[src/rtl/hld_pkg.sv]
// Shared types and encoding constants for the halfword load unit.
package hld_pkg;
    typedef enum logic [2:0] {
        ST_IDLE,
        ST_DECODE,
        ST_REQ,
        ST_RSP,
        ST_WB
    } hld_state_e;

    typedef struct packed {
        logic       match;
        logic [2:0] opt;
        logic       scale;
        logic [4:0] rm;
        logic [4:0] rn;
        logic [4:0] rt;
    } hld_fields_t;

    localparam logic [10:0] HLD_OPC_HI = 11'b01111000011;
    localparam logic [1:0]  HLD_OPC_LO = 2'b10;
    localparam logic [4:0]  HLD_SP_SEL = 5'd31;
endpackage

[src/rtl/hld_decode.sv]
// Field extraction and legality check for the load encoding.
// Assumes: a 32-bit word held stable while decoded; purely combinational.
module hld_decode
    import hld_pkg::*;
(
    input  logic [31:0] word,
    output hld_fields_t fields,
    output logic        reject
);
    // Split the word into its fields and test the fixed opcode bits.
    always_comb begin
        fields.match = (word[31:21] == HLD_OPC_HI) && (word[11:10] == HLD_OPC_LO);
        fields.rm    = word[20:16];
        fields.opt   = word[15:13];
        fields.scale = word[12];
        fields.rn    = word[9:5];
        fields.rt    = word[4:0];
        reject       = !fields.match || !fields.opt[1];
    end
endmodule

[src/rtl/hld_agen.sv]
// Address generator: extends and scales the index, picks the base and adds.
// Assumes: option bit 1 already checked by the decoder; combinational.
module hld_agen
    import hld_pkg::*;
#(
    parameter int XLEN        = 64,
    parameter int ALIGN_LOG2  = 4
) (
    input  logic [XLEN-1:0] base_gpr,
    input  logic [XLEN-1:0] sp,
    input  logic [XLEN-1:0] index,
    input  logic [2:0]      opt,
    input  logic            scale,
    input  logic [4:0]      rn,
    output logic [XLEN-1:0] addr,
    output logic            sp_misaligned
);
    localparam int HALF = XLEN / 2;

    logic [XLEN-1:0] ext_index;
    logic [XLEN-1:0] scaled;
    logic [XLEN-1:0] base;
    logic            use_sp;

    // Widen the index: whole register, or low half zero/sign extended.
    always_comb begin
        if (opt[0]) begin
            ext_index = index;
        end else if (opt[2]) begin
            ext_index = {{HALF{index[HALF-1]}}, index[HALF-1:0]};
        end else begin
            ext_index = {{HALF{1'b0}}, index[HALF-1:0]};
        end
    end

    // Scale after extension, select base, form the sum.
    always_comb begin
        scaled = scale ? {ext_index[XLEN-2:0], 1'b0} : ext_index;
        use_sp = (rn == HLD_SP_SEL);
        base   = use_sp ? sp : base_gpr;
        addr   = base + scaled;
    end

    // Alignment test on the stack pointer when it is the base.
    generate
        if (ALIGN_LOG2 > 0) begin : g_align
            assign sp_misaligned = use_sp && (|sp[ALIGN_LOG2-1:0]);
        end else begin : g_noalign
            assign sp_misaligned = 1'b0;
        end
    endgenerate
endmodule

[src/rtl/hld_ctrl.sv]
// Sequencer: accept, decide, request, wait for data, write back.
// Assumes: decode/agen results are valid during the cycle after accept,
// while the register-file and stack-pointer inputs are held.
module hld_ctrl
    import hld_pkg::*;
#(
    parameter int XLEN   = 64,
    parameter int DATA_W = 16
) (
    input  logic              clk,
    input  logic              rst_n,
    input  logic              instr_valid,
    input  logic [31:0]       instr_word,
    output logic              instr_ready,
    output logic [31:0]       instr_q,
    input  logic              reject,
    input  logic              misaligned,
    input  logic [XLEN-1:0]   addr_in,
    output logic              mem_req_valid,
    output logic [XLEN-1:0]   mem_req_addr,
    input  logic              mem_req_ready,
    input  logic              mem_rsp_valid,
    input  logic [DATA_W-1:0] mem_rsp_data,
    output logic              wb_valid,
    output logic [XLEN-1:0]   wb_data,
    output logic              undef_flag,
    output logic              align_fault
);
    hld_state_e        state_q;
    logic [XLEN-1:0]   addr_q;
    logic [DATA_W-1:0] data_q;
    logic              undef_q;
    logic              align_q;

    // State, captured instruction, address, data and one-cycle flags.
    always_ff @(posedge clk) begin
        if (!rst_n) begin
            state_q <= ST_IDLE;
            instr_q <= '0;
            addr_q  <= '0;
            data_q  <= '0;
            undef_q <= 1'b0;
            align_q <= 1'b0;
        end else begin
            undef_q <= 1'b0;
            align_q <= 1'b0;
            case (state_q)
                ST_IDLE: begin
                    if (instr_valid) begin
                        instr_q <= instr_word;
                        state_q <= ST_DECODE;
                    end
                end
                ST_DECODE: begin
                    if (reject) begin
                        undef_q <= 1'b1;
                        state_q <= ST_IDLE;
                    end else if (misaligned) begin
                        align_q <= 1'b1;
                        state_q <= ST_IDLE;
                    end else begin
                        addr_q  <= addr_in;
                        state_q <= ST_REQ;
                    end
                end
                ST_REQ: begin
                    if (mem_req_ready) state_q <= ST_RSP;
                end
                ST_RSP: begin
                    if (mem_rsp_valid) begin
                        data_q  <= mem_rsp_data;
                        state_q <= ST_WB;
                    end
                end
                default: state_q <= ST_IDLE;
            endcase
        end
    end

    // Output decode from state.
    always_comb begin
        instr_ready   = (state_q == ST_IDLE);
        mem_req_valid = (state_q == ST_REQ);
        mem_req_addr  = addr_q;
        wb_valid      = (state_q == ST_WB);
        wb_data       = {{(XLEN-DATA_W){1'b0}}, data_q};
        undef_flag    = undef_q;
        align_fault   = align_q;
    end
endmodule

[src/rtl/hword_ld_unit.sv]
// Top of the register-offset halfword load unit.
// Assumes: register-file reads return combinationally for the selects
// driven, and sp_value is stable while an instruction is decoded.
module hword_ld_unit
    import hld_pkg::*;
#(
    parameter int XLEN       = 64,
    parameter int DATA_W     = 16,
    parameter int ALIGN_LOG2 = 4
) (
    input  logic              clk,
    input  logic              rst_n,
    input  logic              instr_valid,
    input  logic [31:0]       instr_word,
    output logic              instr_ready,
    output logic [4:0]        rf_base_sel,
    input  logic [XLEN-1:0]   rf_base_data,
    output logic [4:0]        rf_index_sel,
    input  logic [XLEN-1:0]   rf_index_data,
    input  logic [XLEN-1:0]   sp_value,
    output logic              mem_req_valid,
    output logic [XLEN-1:0]   mem_req_addr,
    output logic [3:0]        mem_req_bytes,
    input  logic              mem_req_ready,
    input  logic              mem_rsp_valid,
    input  logic [DATA_W-1:0] mem_rsp_data,
    output logic              wb_valid,
    output logic [4:0]        wb_sel,
    output logic [XLEN-1:0]   wb_data,
    output logic              undef_flag,
    output logic              align_fault
);
    localparam logic [3:0] ACCESS_BYTES = 4'(DATA_W / 8);

    logic [31:0]     instr_q;
    hld_fields_t     fields;
    logic            reject;
    logic [XLEN-1:0] addr;
    logic            misaligned;

    hld_decode u_decode (
        .word   (instr_q),
        .fields (fields),
        .reject (reject)
    );

    hld_agen #(
        .XLEN       (XLEN),
        .ALIGN_LOG2 (ALIGN_LOG2)
    ) u_agen (
        .base_gpr      (rf_base_data),
        .sp            (sp_value),
        .index         (rf_index_data),
        .opt           (fields.opt),
        .scale         (fields.scale),
        .rn            (fields.rn),
        .addr          (addr),
        .sp_misaligned (misaligned)
    );

    hld_ctrl #(
        .XLEN   (XLEN),
        .DATA_W (DATA_W)
    ) u_ctrl (
        .clk           (clk),
        .rst_n         (rst_n),
        .instr_valid   (instr_valid),
        .instr_word    (instr_word),
        .instr_ready   (instr_ready),
        .instr_q       (instr_q),
        .reject        (reject),
        .misaligned    (misaligned),
        .addr_in       (addr),
        .mem_req_valid (mem_req_valid),
        .mem_req_addr  (mem_req_addr),
        .mem_req_ready (mem_req_ready),
        .mem_rsp_valid (mem_rsp_valid),
        .mem_rsp_data  (mem_rsp_data),
        .wb_valid      (wb_valid),
        .wb_data       (wb_data),
        .undef_flag    (undef_flag),
        .align_fault   (align_fault)
    );

    // Register-file selects, destination and fixed access size.
    always_comb begin
        rf_base_sel   = fields.rn;
        rf_index_sel  = fields.rm;
        wb_sel        = fields.rt;
        mem_req_bytes = ACCESS_BYTES;
    end
endmodule

[config.mk]
export PLATFORM = sky130hd
export DESIGN_NAME = hword_ld_unit
export DESIGN_NICKNAME = d
export VERILOG_FILES = /design/src/rtl/hld_pkg.sv /design/src/rtl/hld_decode.sv /design/src/rtl/hld_agen.sv /design/src/rtl/hld_ctrl.sv /design/src/rtl/hword_ld_unit.sv
export SDC_FILE = /design/constraint.sdc
export NUM_CORES = 1
export LEC_CHECK = 0
export BUFFER_PORTS_ARGS = -buffer_cell sky130_fd_sc_hd__buf_4
export CELL_PAD_IN_SITES_DETAIL_PLACEMENT = 2
export CELL_PAD_IN_SITES_GLOBAL_PLACEMENT = 2
export CORE_ASPECT_RATIO = 0.5
export CORE_MARGIN = 5
export CORE_UTILIZATION = 24
export CTS_CLUSTER_SIZE = 30
export DETAILED_ROUTE_END_ITERATION = 12
export GPL_ROUTABILITY_DRIVEN = 0
export GPL_TIMING_DRIVEN = 0
export PLACE_DENSITY = 0.74
export SLEW_MARGIN = 40
export SYNTH_ARGS = -nofsm -noshare
export SYNTH_HDL_FRONTEND = slang
export SYNTH_SLANG_ARGS = --single-unit
[constraint.sdc]
create_clock -name clk -period 4.29 [get_ports clk]
set_input_delay 1.0725 -clock clk [delete_from_list [all_inputs] [get_ports clk]]
set_output_delay 1.0725 -clock clk [all_outputs]
set_load 0.005 [all_outputs]
==> Word level (Yosys, flattened, before mapping) <==
Index checks and enable logic that the tools add are counted.
{ "classes": {"shifts": 0, "multipliers": 0, "reduce_logical": 13, "add_sub_neg": 1, "div_mod_pow": 0, "order_cmp": 0, "eq_ne": 10, "n_bitwise": 4, "mux": 12} }
{ "ops": {"columns": ["op", "count"], "rows": [
  ["$mux 64", 4],
  ["$add 64x64->64", 1],
  ["$mux 3", 4],
  ["$pmux 3 s4", 1],
  ["$eq 11x10->1 const B", 1],
  ["$eq 3x2->1 const B", 2],
  ["$reduce_and 2->1", 3],
  ["$reduce_and 3->1", 2],
  ["$eq 5x5->1 const B", 1],
  ["$ne 2x2->1 const B", 2],
  ["$not 1->1", 4],
  ["$reduce_or 4->1", 1],
  ["$eq 3x1->1 const B", 1],
  ["$eq 3x3->1 const B", 1],
  ["$logic_not 3->1", 1],
  ["$reduce_or 3->1", 1],
  ["$eq 2x2->1 const B", 1],
  ["$logic_and 1x1->1", 2],
  ["$logic_not 1->1", 2],
  ["$mux 1", 2],
  ["$mux 2", 1],
  ["$ne 2x1->1 const B", 1],
  ["$logic_or 1x1->1", 1]
]} }
{ "totals": {"input_bits": 245, "n_memories": 0, "mem_bits_ro": 0, "register_bits": 117, "ramBits": 0, "latchBits": 0, "output_inout_bits": 152} }

==> Longest topological paths before layout <==
Gate-level depths: netlist of run 1.
{ "depth": {"ltp_word": 6, "depth_mapped": 18, "ltp_nobuf": 16} }

==> Modules after synthesis <==
From an unflattened synthesis of run 1, not the netlist that was laid out.
{ "unflattened": {"cells_unflattened": 1333, "hier_area_um2": 10632.7} }
{ "by_module_without_submodules": {"columns": ["mod", "cells_per_inst", "seq_area_each_um2", "area_each_um2", "instances"], "rows": [
  ["hld_agen", 740, 0.0, 5390.2, 1],
  ["hld_ctrl", 561, 2342.2, 5007.3, 1],
  ["hld_decode", 26, 0.0, 197.7, 1],
  ["hword_ld_unit", 6, 0.0, 37.5, 1]
]} }

==> Worst setup path after synthesis of run 1 <==
Ideal clock, no wire load.
{ "synth_path": {"kind": "register to register", "from": "register u_ctrl.instr_q[7]", "to": "register u_ctrl.addr_q[60] (netlist: u_ctrl.mem_req_addr[60])", "arrival_time_ps": 4145, "t_required_ps": 4175, "setup_ps": 115, "period_less_slack_ps": 4260, "path_buffers": 2, "path_slack_ps": 30, "path_stages_with_launch": 19, "cell_sequence": "dfxtp_1 -> and3_1 -> nand3_1 -> clkbuf_1 -> clkbuf_1 -> mux2_2 -> ha_1 -> fa_1 -> a21o_1 -> a221o_1 -> a221o_1 -> a21oi_2 -> o21a_2 -> o211a_4 -> a21oi_2 -> a21oi_2 -> xor2_1 -> o21ai_1 -> and2_1"} }
{ "synth_between": {"elab_chain_len": 4, "elab_cells_between_ends": 6, "classes_between": "add/sub: 1; eq/ne: 1; mux: 1; bitwise: 1; reduce/logical: 2"} }
{ "synth_lines": {"columns": ["element", "line", "rtl"], "rows": [
  ["from (decl)", "hld_ctrl.sv:15", "output logic [31:0] instr_q,"],
  ["from (signal assigned)", "hld_ctrl.sv:50", "instr_q <= instr_word;"],
  ["$eq 5x5->1 (*)", "hld_agen.sv:39", "use_sp = (rn == HLD_SP_SEL);"],
  ["branches (longest 3 deep; another with $add 64x64->64)", null, null],
  ["to (signal assigned)", "hld_ctrl.sv:62", "addr_q <= addr_in;"],
  ["to (decl)", "hld_ctrl.sv:30", "logic [XLEN-1:0] addr_q;"]
]} }
Every way passes the cells marked *.
A chain may end at the register's enable or synchronous reset.

==> Worst setup path after layout of run 1 <==
Same ends and word-level chain as after synthesis.

==> impl_metrics.json, run 1 <==
{
  "outcome": "finished clean",
  "yosysMostFrequentCell": "nand2_1",
  "ioPinCount": 397,
  "setup_viol": 0,
  "final_cell_area_um2": 14500,
  "syn_area_per_cell_um2": 7.77,
  "startpoint": "u_ctrl.instr_q[7]",
  "clockBufferDepth": 2,
  "ys_seq_elements": 117,
  "die_h_um": 155,
  "yosysTopAreaCell": "dfxtp_1",
  "period_share_pct": 97.9,
  "drc": 0,
  "place_inst": 2236,
  "synth_top_area_share_pct": 23.3,
  "worst_slack_ns": 0.0899,
  "antenna_found_initial": 2,
  "cts_htree_levels": 4,
  "drt-initial-drc-count": 381,
  "worst_pin_slew_ns": 0.859,
  "dieArea_um2": 46300,
  "crit_required_ns": 4.63,
  "fin_crit_ns": 4.20,
  "synth.distinct_cells": 69,
  "routed_via_density": 4.72,
  "ctsRootBufferMaster": "clkbuf_16",
  "ys_seq_area_share_pct": 23.3,
  "cts_made_buffers": 17,
  "grt_usage_pct": 19.1,
  "crit_slowest_cell": "a221o_1",
  "yosys_most_used_dff": "dfxtp_1",
  "hold_viol_final": 0,
  "grt_pass1_wl_um": 69000,
  "fp.dieW_um": 299,
  "grt_pass1_vias": 11696,
  "async_flop_share_pct": 0,
  "start_util_pct": 24.1,
  "synth.area.top_cells": "dfxtp_1, mux2_2, nand2_1, ha_1, a21oi_1",
  "fin_worst_skew_ns": 0.0112,
  "clk_pin_slew_ns": 0.06,
  "grt_overflow": 0,
  "final_antenna_net_count": 0,
  "wire_per_inst_um": 20.2,
  "cpPeakStageDelay_ns": 0.37,
  "synthesis.area_um2": 10000,
  "rr_worst_depth": 18,
  "clock_latency_ns": 0.44,
  "maxCapViolations": 0,
  "area_delta_synth_final_pct": 44.7,
  "cp-start-kind": "flip-flop",
  "grt_max_degree": 17,
  "arrival_ns": 4.54,
  "crit_path_max_fanout": 9,
  "maxSlewViolCount": 0,
  "fmax_ghz": 0.238,
  "final_nets": 2027,
  "cts_sinks": 117,
  "rr_endpoint": "u_ctrl.mem_req_addr[60]",
  "cp-end-kind": "flip-flop",
  "cts_tree": "built",
  "r2r_slack_ns": 0.09,
  "holdCritPathClass": "flip-flop to flip-flop",
  "synth_common_cells": "nand2_1, dfxtp_1, a21oi_1, mux2_2, o21ai_0",
  "ys_warn_count": 0,
  "worstReg2RegStart": "u_ctrl.instr_q[7]",
  "portBuffers": 343,
  "place_area_um2": 13500,
  "stdcell_count": 2282,
  "holdWs_ns": 0.449,
  "vias": 10777,
  "dr.pass1.iters": 5,
  "rows": 53,
  "slew_headroom_pct": 42.3,
  "crit_path_cell_trace": "and3_4, nand3_4, clkbuf_16, clkbuf_16, mux2_4, ha_4, fa_2, a21o_1, a221o_1, a221o_1, a21oi_4, o21a_4, o211a_4, a21oi_4, a21oi_2, xor2_1, o21ai_1, and2_1",
  "path_buf_inv": 2,
  "p_per_area_nw_per_um2": 276,
  "crit_end": "u_ctrl.mem_req_addr[60]",
  "critPathTopFamily": "compound AO/OA/AOI/OAI gates",
  "synth_edf_count": 0,
  "drive_gt1_share_pct": 36.4,
  "cp_num_cells": 18,
  "drt_wl_total_um": 46100,
  "p_leak_nw": 6.46,
  "core_um2": 41600,
  "dp_slack_ns": -1.34,
  "setup.worst_path.class": "flip-flop to flip-flop",
  "synthCells": 1293,
  "ir_drop_uv": 223,
  "dp_hpwl_um": 38000
}
==> stage by stage <==
| stage | util (%) | setup TNS [ns] | power (mW) |
|---|---|---|---|
| 2_1_floorplan | - | 0 | 2.01 |
| 3_5_place_dp | 32.4 | -35.62 | 2.52 |
| 5_1_grt | 34.9 | -0.0583 | 4.24 |
| 6_report | 34.9 | 0 | 4.01 |
| 4_1_cts | 34.4 | 0 | 4.02 |
| 3_3_place_gp | 32.4 | -55.21 | 2.50 |
==> layout by cell type, fill, tap and decap left out, types with 5 or more instances in the layout <==
master,instances
a21boi_0,62
a21o_1,29
a21oi_1,103
a31oi_1,7
and2_1,37
and3_1,7
buf_2,8
buf_4,432
buf_6,5
clkbuf_1,49
clkbuf_16,19
clkbuf_4,5
conb_1,52
dfxtp_1,113
ha_1,59
inv_1,15
mux2_2,93
mux2i_1,33
nand2_1,237
nand2b_1,7
nand3_1,8
nand4_1,22
nor2_1,36
nor2b_1,10
nor3_1,13
o211ai_1,7
o21ai_0,72
o21ai_1,16
o21bai_1,12
xnor2_1,30
xor2_1,27
==> cell families (layout without fill, tap and decap cells) <==
kind of cell | count (synthesis) | count (layout) | synth area share, %
simple gates | 404 | 404 | 18.1
compound gates | 359 | 359 | 22.8
buf+inv | 161 | 549 | 8.66
mux | 127 | 127 | 13.8
flops | 117 | 117 | 23.3
fa+ha+maj | 64 | 64 | 8.05
xor+xnor | 59 | 59 | 5.15
other cells | 2 | 53 | 0.0748
==> worst min path at each step <==
stage,start,end,slack [ns],depth (start not counted)
global placement,u_ctrl.mem_req_addr[52],u_ctrl.mem_req_addr[52],0.44,2
finish,u_ctrl.mem_req_addr[50],u_ctrl.mem_req_addr[50],0.45,2
detailed placement,u_ctrl.mem_req_addr[55],u_ctrl.mem_req_addr[55],0.44,2
global route,u_ctrl.mem_req_addr[50],u_ctrl.mem_req_addr[50],0.47,2
CTS,u_ctrl.mem_req_addr[50],u_ctrl.mem_req_addr[50],0.46,2
floorplan,u_ctrl.instr_q[23],u_ctrl.instr_q[23],0.44,2
==> worst register-to-register path: stages, from the launching register on <==
cell       delay [ns]
dfxtp_2          0.34
and3_4           0.20
nand3_4          0.10
clkbuf_16        0.20
clkbuf_16        0.18
mux2_4           0.33
ha_4             0.18
fa_2             0.35
a21o_1           0.21
a221o_1          0.37
a221o_1          0.36
a21oi_4          0.22
o21a_4           0.20
o211a_4          0.23
a21oi_4          0.08
a21oi_2          0.14
xor2_1           0.18
o21ai_1          0.08
and2_1           0.17
==> state kept, by name, summed over array words and instances (netlist names) <==
| signal | count |
|---|---|
| u_ctrl.state_q | 3 |
| u_ctrl.instr_q | 32 |
| u_ctrl.mem_req_addr | 64 |
| u_ctrl.data_q | 16 |
| u_ctrl.align_fault | 1 |
| u_ctrl.undef_flag | 1 |
==> layer usage <==
| layer | up-vias | GRT usage [%] | wire length (um) |
|---|---|---|---|
| li1 | 5275 | - | - |
| met1 | 5316 | 22.5 | 19600 |
| met2 | 147 | 36.8 | 24700 |
| met3 | 37 | 2.76 | 1200 |
| met4 | 2 | 4.02 | 630 |
| met5 | - | 0 | 7 |
==> where the power goes <==
| part | total, mW | internal, mW | switching [mW] |
|---|---|---|---|
| Combinational | 1.45 | 0.662 | 0.788 |
| Sequential | 1.13 | 1.11 | 0.0208 |
| Clock | 1.43 | 0.841 | 0.586 |
==> what timing repair did <==
action / CTS / global route
gates resized for setup: 46 / 42
buffers inserted: 11 / 10
gates cloned: 0 / 0
setup endpoints to repair: 52 / 23
pin swaps: 8 / 16
hold buffers: 0 / 0
==> area by class of cell <==
| cell class | instances | area, um2 |
|---|---|---|
| Multi-Input combinational cell | 1065 | 7240 |
| Sequential cell | 117 | 2350 |
| Clock inverter | 11 | 101 |
| Buffer | 138 | 891 |
| Antenna cell | 1 | 2.50 |
| Clock buffer | 21 | 470 |
| Fill cell | 4910 | 27100 |
| Tap cell | 550 | 688 |
| Inverter | 15 | 56.3 |
| Timing Repair Buffer | 364 | 2730 |
(Power assumes the default switching activity.)
==> run 2, diff against run 1 <==
Settings changed: CORE_UTILIZATION 24 to 29, PLACE_DENSITY 0.74 to 0.84.
Clock period 4.29 ns to 5.35 ns, I/O delays scaled along.
==> impl_metrics.json, run 2 (synthesis gave the netlist of run 1 again) <==
{
  "outcome": "finished clean",
  "cts_tree": "built",
  "worst_pin_slew_ns": 0.892,
  "power_mw": 3.22,
  "fillCellCount": 4006,
  "maxCapViolations": 0,
  "wire_per_inst_um": 20.7,
  "internal-power_mw": 2.15,
  "p_comb_share_pct": 34.4,
  "rr_worst_depth": 18,
  "stdcell_count": 2194,
  "ctsHoldBuffers": 0,
  "final_core_util_pct": 40.9,
  "r2r_slack_ns": 0.24,
  "layout_commonest_cell": "buf_4",
  "post-cts-setup-buffers": 0,
  "period_share_pct": 95.5,
  "cp-start-kind": "flip-flop",
  "grt_pass1_wl_um": 69000,
  "multi_input_area_um2": 7030,
  "grt_overflow": 0,
  "final_antenna_net_count": 0,
  "dp_hpwl_um": 37600,
  "switching_power_mw": 1.07,
  "drt_wl_total_um": 45300,
  "holdCritPathClass": "flip-flop to flip-flop",
  "setup_viol": 0,
  "crit_required_ns": 5.64,
  "cts_htree_levels": 4,
  "ioPinCount": 397,
  "final_nets": 2014,
  "cts_resized": 4,
  "grt_max_degree": 17,
  "core_um2": 34300,
  "cts_made_buffers": 17,
  "crit_path_max_fanout": 10,
  "slew_headroom_pct": 40.5,
  "p_seq_share_pct": 28.1,
  "grt_pass1_vias": 12142,
  "setup.worst_path.class": "flip-flop to flip-flop",
  "fp.dieW_um": 273,
  "startpoint": "u_ctrl.instr_q[7]",
  "antenna_found_initial": 3,
  "cts_sinks": 117,
  "netSwitchingFraction_pct": 33.1,
  "p_leak_nw": 6.31,
  "drt-initial-drc-count": 386,
  "worstReg2RegStart": "u_ctrl.instr_q[7]",
  "cp-end-kind": "flip-flop",
  "maxSlewViolCount": 0,
  "routed_via_density": 4.98,
  "rsz0062_at_grt": "no",
  "largest_reg_flops": 64,
  "clockBufferDepth": 2,
  "grt_usage_pct": 22.8,
  "clk_pin_slew_ns": 0.06,
  "dr.pass1.iters": 5,
  "ctsRootBufferMaster": "clkbuf_16",
  "clkPwrFrac_pct": 37.5,
  "clock_latency_ns": 0.44,
  "die_h_um": 142,
  "hp-start": "u_ctrl.mem_req_addr[50]",
  "rows": 48,
  "start_util_pct": 29.3,
  "dieArea_um2": 38700,
  "fin_crit_ns": 5.11,
  "place_inst": 2161,
  "p_per_area_nw_per_um2": 229,
  "ir_drop_uv": 242,
  "drc": 0,
  "hold_viol_final": 0,
  "rr_endpoint": "u_ctrl.mem_req_addr[63]",
  "drive_gt1_share_pct": 33.3,
  "arrival_ns": 5.40,
  "crit_end": "u_ctrl.mem_req_addr[63]",
  "fin_worst_skew_ns": 0.0112,
  "seqCellArea_um2": 2340,
  "mostFrequentLayoutCells": "buf_4, nand2_1, dfxtp_1",
  "portBuffers": 343,
  "area_delta_synth_final_pct": 39.7,
  "fmax_ghz": 0.196,
  "vias": 10917
}
## run 2: cell count changes in the layout (fill, tap and decap cells not counted), sizes merged
cell           before  now
diode               1    2
clkbuf             77   86
buf               445  427
clkinv              5    2
bufinv              1    3
clkinvlp            4    1
clkdlybuf4s15       1    0
## run 2: metrics by stage
step | setup slack (ns) | hold slack, ns | setup TNS [ns] | cell area, um2
global route | 0.000157 | 0.477 | 0 | 14000
detailed placement | -0.211 | 0.447 | -0.408 | 13400
finish | 0.239 | 0.454 | 0 | 14000
CTS | 0.0251 | 0.455 | 0 | 14000
global placement | -0.410 | 0.439 | -3.23 | 13400
floorplan | 1.08 | 0.438 | 0 | 10200
## run 2: worst min-delay path by stage
stage                                    to  cells past startpoint
finish              u_ctrl.mem_req_addr[50]                      2
global placement    u_ctrl.mem_req_addr[22]                      2
detailed placement  u_ctrl.mem_req_addr[56]                      2
floorplan                u_ctrl.instr_q[23]                      2
CTS                 u_ctrl.mem_req_addr[56]                      2
global route        u_ctrl.mem_req_addr[56]                      2
## run 2: routing by layer
layer  GRT usage, %  wire [um]  share of wire [%]
met1           25.9      18500                 41
met2           42.5      23600                 52
met3           3.95       1470                3.2
met4           9.25       1740                3.8
met5              0         13              0.029
## run 2: power groups by stage
stage / Sequential [mW] / Clock (mW) / Combinational (mW)
2_1_floorplan: 0.919 / 0 / 0.695
3_3_place_gp: 0.923 / 0 / 1.06
3_5_place_dp: 0.924 / 0 / 1.09
4_1_cts: 0.905 / 1.23 / 1.11
5_1_grt: 0.907 / 1.27 / 1.22
6_report: 0.905 / 1.21 / 1.11
## run 2: area by class of cell
class                           count  area share, %
Multi-Input combinational cell   1065           50.1
Clock inverter                      7          0.856
Clock buffer                       24           3.43
Timing Repair Buffer              343           18.4
Antenna cell                        2         0.0357
Tap cell                          475           4.24
Sequential cell                   117           16.7
Inverter                           15          0.401
Buffer                            146           5.87
## run 2: critical path, stage by stage (launching register included)
cell and delay [ns]:
dfxtp_1 0.32, and3_1 0.18, nand3_1 0.17, buf_2 0.41, clkbuf_2 0.42, mux2_2 0.40, ha_1 0.28, clkbuf_1 0.33
nand4_1 0.19, nor2_1 0.24, o21ai_0 0.22, a31oi_1 0.27, a211oi_2 0.11, o31a_1 0.37, o21ai_2 0.25, a31oi_2 0.21
a31o_2 0.29, xnor2_1 0.17, o21ai_1 0.10
